$ cat src/rtl/dip4_pkg.sv
package dip4_pkg;

  typedef enum logic {
    LNK_HUNT   = 1'b0,
    LNK_LOCKED = 1'b1
  } link_state_e;

  // Loss threshold after the training reduction; never goes below zero.
  function automatic logic [7:0] loss_limit(input logic [7:0] thr, input logic train);
    loss_limit = (train && thr != 8'd0) ? thr - 8'd1 : thr;
  endfunction

endpackage

$ cat src/rtl/dip4_cfg_reg.sv
module dip4_cfg_reg #(
  parameter int THR_W      = 8,
  parameter int LOCK_RST   = 32,
  parameter int UNLOCK_RST = 4
) (
  input  logic             clk,
  input  logic             rst,
  input  logic             wr_en,
  input  logic [THR_W-1:0] wr_lock,
  input  logic [THR_W-1:0] wr_unlock,
  output logic [THR_W-1:0] lock_thr,
  output logic [THR_W-1:0] unlock_thr
);

  always_ff @(posedge clk) begin
    if (rst) begin
      lock_thr   <= THR_W'(LOCK_RST);
      unlock_thr <= THR_W'(UNLOCK_RST);
    end else if (wr_en) begin
      lock_thr   <= wr_lock;
      unlock_thr <= wr_unlock;
    end
  end

  assert_write_lands_R2: assert property (@(posedge clk) disable iff (rst)
    wr_en |=> (lock_thr == $past(wr_lock) && unlock_thr == $past(wr_unlock)));

  assert_hold_without_write_R10: assert property (@(posedge clk) disable iff (rst)
    !wr_en |=> $stable(lock_thr) && $stable(unlock_thr));

endmodule

$ cat src/rtl/dip4_err_tally.sv
module dip4_err_tally #(
  parameter int ERR_W = 16
) (
  input  logic             clk,
  input  logic             rst,
  input  logic             err_evt,
  input  logic             rd_clr,
  output logic [ERR_W-1:0] total
);

  localparam logic [ERR_W-1:0] SAT = {ERR_W{1'b1}};

  always_ff @(posedge clk) begin
    if (rst) begin
      total <= '0;
    end else if (rd_clr) begin
      total <= err_evt ? ERR_W'(1) : '0;
    end else if (err_evt && total != SAT) begin
      total <= total + ERR_W'(1);
    end
  end

  assert_saturate_R9: assert property (@(posedge clk) disable iff (rst)
    (total == SAT && !rd_clr) |=> total == SAT);

  assert_clear_on_read_R7: assert property (@(posedge clk) disable iff (rst)
    (rd_clr && !err_evt) |=> total == '0);

  assert_read_and_error_R8: assert property (@(posedge clk) disable iff (rst)
    (rd_clr && err_evt) |=> total == ERR_W'(1));

  assert_count_step_R7: assert property (@(posedge clk) disable iff (rst)
    (err_evt && !rd_clr && total != SAT) |=> total == $past(total) + ERR_W'(1));

endmodule

$ cat src/rtl/dip4_sync_fsm.sv
module dip4_sync_fsm
  import dip4_pkg::*;
#(
  parameter int THR_W = 8
) (
  input  logic             clk,
  input  logic             rst,
  input  logic             chk_valid,
  input  logic             chk_pass,
  input  logic             train_en,
  input  logic [THR_W-1:0] lock_thr,
  input  logic [THR_W-1:0] unlock_thr,
  output logic             in_sync,
  output logic             framing_req
);

  localparam int CW = THR_W + 1;

  link_state_e      state_q, state_d;
  logic [THR_W-1:0] run_q, run_d;
  logic [CW-1:0]    run_inc;
  logic [THR_W-1:0] loss_thr;

  assign run_inc  = {1'b0, run_q} + CW'(1);
  assign loss_thr = THR_W'(loss_limit(8'(unlock_thr), train_en));

  // One run counter serves both states: passes while hunting, failures while locked.
  always_comb begin
    state_d = state_q;
    run_d   = run_q;
    if (chk_valid) begin
      unique case (state_q)
        LNK_HUNT: begin
          if (!chk_pass) begin
            run_d = '0;
          end else if (run_inc >= {1'b0, lock_thr}) begin
            state_d = LNK_LOCKED;
            run_d   = '0;
          end else begin
            run_d = run_inc[THR_W-1:0];
          end
        end
        LNK_LOCKED: begin
          if (chk_pass) begin
            run_d = '0;
          end else if (run_inc >= {1'b0, loss_thr}) begin
            state_d = LNK_HUNT;
            run_d   = '0;
          end else begin
            run_d = run_inc[THR_W-1:0];
          end
        end
        default: state_d = LNK_HUNT;
      endcase
    end
  end

  always_ff @(posedge clk) begin
    if (rst) begin
      state_q     <= LNK_HUNT;
      run_q       <= '0;
      in_sync     <= 1'b0;
      framing_req <= 1'b1;
    end else begin
      state_q     <= state_d;
      run_q       <= run_d;
      in_sync     <= (state_d == LNK_LOCKED);
      framing_req <= (state_d == LNK_HUNT);
    end
  end

  assert_outputs_complement_R6: assert property (@(posedge clk) disable iff (rst)
    framing_req == !in_sync);

  assert_idle_holds_R6: assert property (@(posedge clk) disable iff (rst)
    !chk_valid |=> $stable(in_sync));

  assert_fail_blocks_lock_R3: assert property (@(posedge clk) disable iff (rst)
    (!in_sync && chk_valid && !chk_pass) |=> !in_sync);

  assert_pass_keeps_lock_R4: assert property (@(posedge clk) disable iff (rst)
    (in_sync && chk_valid && chk_pass) |=> in_sync);

endmodule

$ cat src/rtl/dip4_sync_tracker.sv
module dip4_sync_tracker #(
  parameter int ERR_W      = 16,
  parameter int THR_W      = 8,
  parameter int LOCK_RST   = 32,
  parameter int UNLOCK_RST = 4
) (
  input  logic                       clk,
  input  logic                       rst,
  input  logic                       chk_valid,
  input  logic                       chk_pass,
  input  logic                       train_en,
  input  logic                       reg_wr,
  input  logic [ERR_W+2*THR_W-1:0]   reg_wdata,
  input  logic                       reg_rd,
  output logic [ERR_W+2*THR_W-1:0]   reg_rdata,
  output logic                       in_sync,
  output logic                       framing_req
);

  localparam int LOCK_LSB   = 0;
  localparam int UNLOCK_LSB = THR_W;
  localparam int ERR_LSB    = 2 * THR_W;

  logic [THR_W-1:0] lock_thr, unlock_thr;
  logic [ERR_W-1:0] err_total;

  dip4_cfg_reg #(
    .THR_W(THR_W), .LOCK_RST(LOCK_RST), .UNLOCK_RST(UNLOCK_RST)
  ) u_cfg (
    .clk(clk), .rst(rst), .wr_en(reg_wr),
    .wr_lock(reg_wdata[LOCK_LSB +: THR_W]),
    .wr_unlock(reg_wdata[UNLOCK_LSB +: THR_W]),
    .lock_thr(lock_thr), .unlock_thr(unlock_thr)
  );

  dip4_sync_fsm #(.THR_W(THR_W)) u_fsm (
    .clk(clk), .rst(rst), .chk_valid(chk_valid), .chk_pass(chk_pass),
    .train_en(train_en), .lock_thr(lock_thr), .unlock_thr(unlock_thr),
    .in_sync(in_sync), .framing_req(framing_req)
  );

  dip4_err_tally #(.ERR_W(ERR_W)) u_tally (
    .clk(clk), .rst(rst), .err_evt(chk_valid && !chk_pass),
    .rd_clr(reg_rd), .total(err_total)
  );

  assign reg_rdata = {err_total, unlock_thr, lock_thr};

  assert_err_field_not_written_R2: assert property (@(posedge clk) disable iff (rst)
    (reg_wr && !reg_rd && !chk_valid) |=> $stable(reg_rdata[ERR_LSB +: ERR_W]));

endmodule

$ cat config.mk
export PLATFORM = sky130hd
export DESIGN_NAME = dip4_sync_tracker
export DESIGN_NICKNAME = d
export VERILOG_FILES = /design/src/rtl/dip4_pkg.sv /design/src/rtl/dip4_cfg_reg.sv /design/src/rtl/dip4_err_tally.sv /design/src/rtl/dip4_sync_fsm.sv /design/src/rtl/dip4_sync_tracker.sv
export SDC_FILE = /design/constraint.sdc
export NUM_CORES = 1
export LEC_CHECK = 0
export BUFFER_PORTS_ARGS = -buffer_cell sky130_fd_sc_hd__buf_2
export CAP_MARGIN = 10
export CORE_MARGIN = 2
export CORE_UTILIZATION = 50
export DETAILED_ROUTE_END_ITERATION = 10
export PLACE_DENSITY = 0.86
export SYNTH_ARGS = -nofsm -noshare
export SYNTH_HDL_FRONTEND = slang
export SYNTH_HIERARCHICAL = 1
export SYNTH_SLANG_ARGS = --single-unit
$ cat constraint.sdc
create_clock -name clk -period 3.5 [get_ports clk]
set_clock_uncertainty 0.1 [all_clocks]
set_input_delay 0 -clock clk [delete_from_list [all_inputs] [get_ports clk]]
set_output_delay 0 -clock clk [all_outputs]
set_load 0.01 [all_outputs]
# Yosys cells after proc, flatten, opt, wreduce, memory -nomap -nowiden
# Cells that the tools add are included.
dict set report classes {
  addsub 3
  n_mul 0
  div_mod_pow 0
  n_lt_le_gt_ge 2
  n_eq_ne 1
  shift 0
  mux 15
  bitwise_logic 2
  n_reduce_logical 6
}
# operator count
set ops {}
lappend ops {{$mux 8} 5}
lappend ops {{$mux 16} 2}
lappend ops {{$ge 9x8->1} 2}
lappend ops {{$add 16x1->16 const B} 1}
lappend ops {{$ne 16x16->1 const B} 1}
lappend ops {{$pmux 8 s2} 1}
lappend ops {{$add 8x1->9 const B} 1}
lappend ops {{$reduce_bool 8->1} 1}
lappend ops {{$sub 8x1->8 const B} 1}
lappend ops {{$mux 1} 6}
lappend ops {{$logic_and 1x1->1} 3}
lappend ops {{$not 1->1} 2}
lappend ops {{$pmux 1 s2} 1}
lappend ops {{$reduce_bool 2->1} 1}
lappend ops {{$logic_not 1->1} 1}
dict set report word_totals {
  reg_bits 42
  latchBits 0
  ram_bits 0
  rom_bits 0
  output_inout_bits 34
  memories 0
}

# Depth between registers and ports, before layout
dict set report logic_depth {
  depth_word 9
  ltp_mapped 15
  depth_no_buf 15
}

# Cells and area by module
# Netlist, hierarchy kept.
# mod n_inst cells_per_inst area_each_um2 seq_area_each_um2
set modules_own_cells {}
lappend modules_own_cells {dip4_sync_fsm 1 129 1057.3 200.2}
lappend modules_own_cells {dip4_err_tally 1 99 840.8 320.3}
lappend modules_own_cells {dip4_cfg_reg 1 52 584.3 320.3}
lappend modules_own_cells {dip4_sync_tracker 1 1 13.8 0.0}

# Least setup slack after synthesis
# Ideal clock, no wire load.
dict set report synth_timing {
  kind {register to register}
  start {reg u_cfg.unlock_thr[2]}
  end {reg u_fsm.run_q[5]}
  setup_time_ns 0.071
  t_arrival_ns 2.965
  t_required_ns 3.329
  setup_slack_ns 0.365
  path_stages_with_launch 14
  path_buffers 0
  synth_period_minus_slack_ns 3.135
  cell_sequence {dfxtp_1 -> or4_4 -> o41ai_4 -> inv_2 -> nand2_2 -> nor3_1 -> xnor2_1 -> ha_1 -> a21o_1 -> a221oi_1 -> o211ai_1 -> nor3_2 -> o22ai_1 -> a21oi_1}
}
dict set report synth_via {
  elab_chain_len 7
}
# item line_no
set synth_lines {}
lappend synth_lines {{from (decl)} dip4_cfg_reg.sv:12} ;# output logic [THR_W-1:0] unlock_thr
lappend synth_lines {{from (signal assigned)} dip4_cfg_reg.sv:18} ;# unlock_thr <= THR_W'(UNLOCK_RST);
lappend synth_lines {{from (signal assigned)} dip4_cfg_reg.sv:21} ;# unlock_thr <= wr_unlock;
lappend synth_lines {{branches (longest 2 deep; another with $sub 8x1->8)} n/a}
lappend synth_lines {{$mux 8 *} dip4_pkg.sv:10} ;# loss_limit = (train && thr != 8'd0) ? thr - 8'd1 : thr;
lappend synth_lines {{$ge 9x8->1 *} dip4_sync_fsm.sv:46} ;# end else if (run_inc >= {1'b0, loss_thr}) begin
lappend synth_lines {{$mux 8 *} dip4_sync_fsm.sv:46}
lappend synth_lines {{$mux 8 *} dip4_sync_fsm.sv:44} ;# if (chk_pass) begin
lappend synth_lines {{$pmux 8 s2 *} dip4_sync_fsm.sv:32} ;# unique case (state_q)
lappend synth_lines {{to (signal assigned)} dip4_sync_fsm.sv:66} ;# run_q <= run_d;
lappend synth_lines {{to (decl)} dip4_sync_fsm.sv:20} ;# logic [THR_W-1:0] run_q, run_d;
# Mark *: on every way between the ends.
# A chain may end at the register's enable or synchronous reset.

# Final worst setup path
dict set report layout_timing {
  start {reg u_cfg.unlock_thr[3]}
  end {reg u_fsm.run_q[0]}
}
# Same word-level chain as after synthesis.

==> impl_metrics.ini <==
[critical_path]
worstPathArrival_ps = 3560
slowest_delay_ps = 550
path_cells = or4_4, o41ai_4, inv_2, nand3_4, nor3_2, xnor2_1, ha_1, and3_4, a221oi_2, o211ai_1, nor3_4, nor3_1, a211oi_1
startpoint_type = flip-flop
crit_family = simple AND/OR/NAND/NOR gates
cpMaxStageDelayCell = or4_4
required_ps = 3610
cp_max_fo = 8
cp.buffers_inverters = 1
end_kind = flip-flop
rr_worst_depth = 13
crit_type = reg -> reg
cp.depth = 13

[power_and_ir_drop]
power_frac_comb_pct = 17.0
power_frac_clock_pct = 35.7
power_switching_mw = 0.280
ir_drop_uv = 223
cellInternalPower_mw = 0.794
seqPwrFrac_pct = 47.3
leakage_nw = 1.40
power_density_mw_per_mm2 = 334
p_sw_share_pct = 26.1

[global_routing]
grt_pass1_vias = 2198
grt.busiest_layer = met2
grt_use_met3_pct = 5.35
gr-usage-all-layers_pct = 22.5
antenna_found_initial = 0
grt_start_max_net_pins = 33
grt_pass1_wl_um = 9700
grtUsageMet2_pct = 37.8
grtUsageMet1_pct = 27.7
grt-ovfl-total = 0

[route]
detail-route-antenna-nets = 0
dr.pass1.iters = 6
via_count = 2471
viasPerCell = 5.71
drtIter0Drc = 184
drc = 0
wl_um = 6540
drt-wirelength-per-cell_um = 15.1

[synthesis]
synth-seq-cells = 42
synth_compound_area_share_pct = 17.2
ys.flop_type = dfxtp_1
avgSynthCellArea_sq_um = 8.88
synth_edf_count = 0
synth-adder-area-share_pct = 10.0
synth-async-reset-ratio_pct = 0
synth-xor-area-share_pct = 4.21
synthSimpleGateAreaFrac_pct = 23.5
yosysSeqAreaShare_pct = 33.7
synth_top_family_by_area = simple AND/OR/NAND/NOR gates
synthMuxAreaShare_pct = 6.02
ys_types = 57
ys_warn_count = 6
synth_nets = 340
synth_area_sq_mm = 0.00250
syn_inst = 281

[clocking]
clkLatencyLatePin_ps = 300
numCtsBuffers = 5
clkTransAtPathRegs_ps = 80
clockBufferDepth = 2
cts_tree = built
clock-sinks = 42
htreeDepth = 2
clockRootBuffer = clkbuf_8

[die]
start_util_pct = 52.5
die_x_um = 74.7
core-area_sq_mm = 0.00475
ios = 73
chipHeight_um = 74.7
rows = 25
die-area_sq_mm = 0.00557

[timing]
whs_ps = 75.1
slew_headroom_pct = 53.3
fmax_mhz = 289
worst_slack_ps = 43.0
rsz0062_at_grt = true
fin_crit_sh_pct = 98.8
fin_tns_setup_ps = 0
max_slew.worst_pin.slew_ps = 694
finalCriticalPeriod_ps = 3460
slew_viol_final = 0
hold_viol_final = 0
setup_viol = 0

[placed_design]
placed_cell_area_sq_mm = 0.00282
placed_cells = 398
port_buffers = 56
place_ws_ps = 177
hpwl_um = 4320
gp_congestion = 0.861

[worst_hold_path]
hold_depth = 2
hold_path.class = in -> reg

[cells_and_area]
layout_common_cells = buf_2 (56), dfxtp_1 (40), nor2_1 (23)
final_common_cell = buf_2
nets = 424
final_area_sq_mm = 0.00321
fillCellCount = 361
instances_no_fill = 433
diodes = 0
area_growth_syn_to_layout_pct = 28.8
post_route_cells_drive_above_1_share_pct = 25.1

[flow_run]
max_cap_viol_count = 0

[outcome]
outcome = finished, final reports clean
[cell type report]
cell class / count / area [sq um] / share of cell area [%]
well taps: 67 / 83.8 / 2.61
clock buffers: 5 / 68.8 / 2.14
inverters: 16 / 60.1 / 1.87
clock inverters: 3 / 40.0 / 1.25
repair buffers: 87 / 563 / 17.5
multi-input cells: 213 / 1550 / 48.3
flip-flops and latches: 42 / 846 / 26.3
[cell usage after synthesis, types with 10 or more instances]
library cell | number | area (sq um)
dfxtp_1 | 42 | 841
nor2_1 | 23 | 86.3
a21oi_1 | 21 | 105
ha_1 | 20 | 250
inv_1 | 15 | 56.3
mux2i_1 | 15 | 150
nand2_1 | 12 | 45.0
nand3_1 | 12 | 60.1
nor3_1 | 11 | 55.1
o21ai_0 | 11 | 55.1
nand2b_1 | 10 | 62.6
xnor2_1 | 10 | 87.6
[worst paths after layout]
kind	slack [ps]	endpoint	startpoint
max	40	u_fsm/run_q[0]	u_cfg/unlock_thr[3]
min	80	u_cfg/unlock_thr[0]	rst
max reg2reg	40	u_fsm/run_q[0]	u_cfg/unlock_thr[3]
min reg2reg	400	u_tally/total[15]	u_tally/total[15]
[stage by stage]
| stage | total power [mW] | util [%] |
|---|---|---|
| 2_1_floorplan | 0.614 | - |
| 3_3_place_gp | 0.656 | 59.3 |
| 3_5_place_dp | 0.663 | 59.3 |
| 4_1_cts | 1.06 | 65.8 |
| 5_1_grt | 1.12 | 67.6 |
| 6_report | 1.07 | 67.6 |
[routing by layer]
layer / up-vias / share of wire [%]
li1: 1199 / -
met1: 1150 / 40
met2: 107 / 50
met3: 15 / 7.2
met4: 0 / 2.0
met5: - / 0
[power by group through the flow]
| stage | sequential [mW] | combinational, mW | clock (mW) |
|---|---|---|---|
| finish | 0.508 | 0.183 | 0.384 |
| global route | 0.510 | 0.199 | 0.410 |
| CTS | 0.508 | 0.162 | 0.389 |
| detailed placement | 0.519 | 0.144 | 0 |
| global placement | 0.518 | 0.138 | 0 |
| floorplan | 0.523 | 0.0914 | 0 |
[logic make-up after synthesis]
logic type | Yosys count
AOI/OAI and AO/OA | 63
xor gates and xnor gates | 12
adders and majority gates | 20
buffers and inverters | 26
DFF | 42
muxes | 15
and+or+nand+nor | 103
[state kept, by name, summed over array words and instances, names as in the netlist, named ones only]
signal	count
u_cfg/lock_thr	8
u_tally/total	16
u_cfg/unlock_thr	8
u_fsm/framing_req	1
u_fsm/run_q	8
[timing repair]
| item | 4_1_cts | 5_1_grt |
|---|---|---|
| hold buffers | 20 | 0 |
| setup endpoints to repair | 0 | 8 |
| setup buffers | 0 | 7 |
| endpoints found under the hold margin | 24 | 0 |
| gates resized for setup | 0 | 10 |
(Power assumes the default switching activity.)
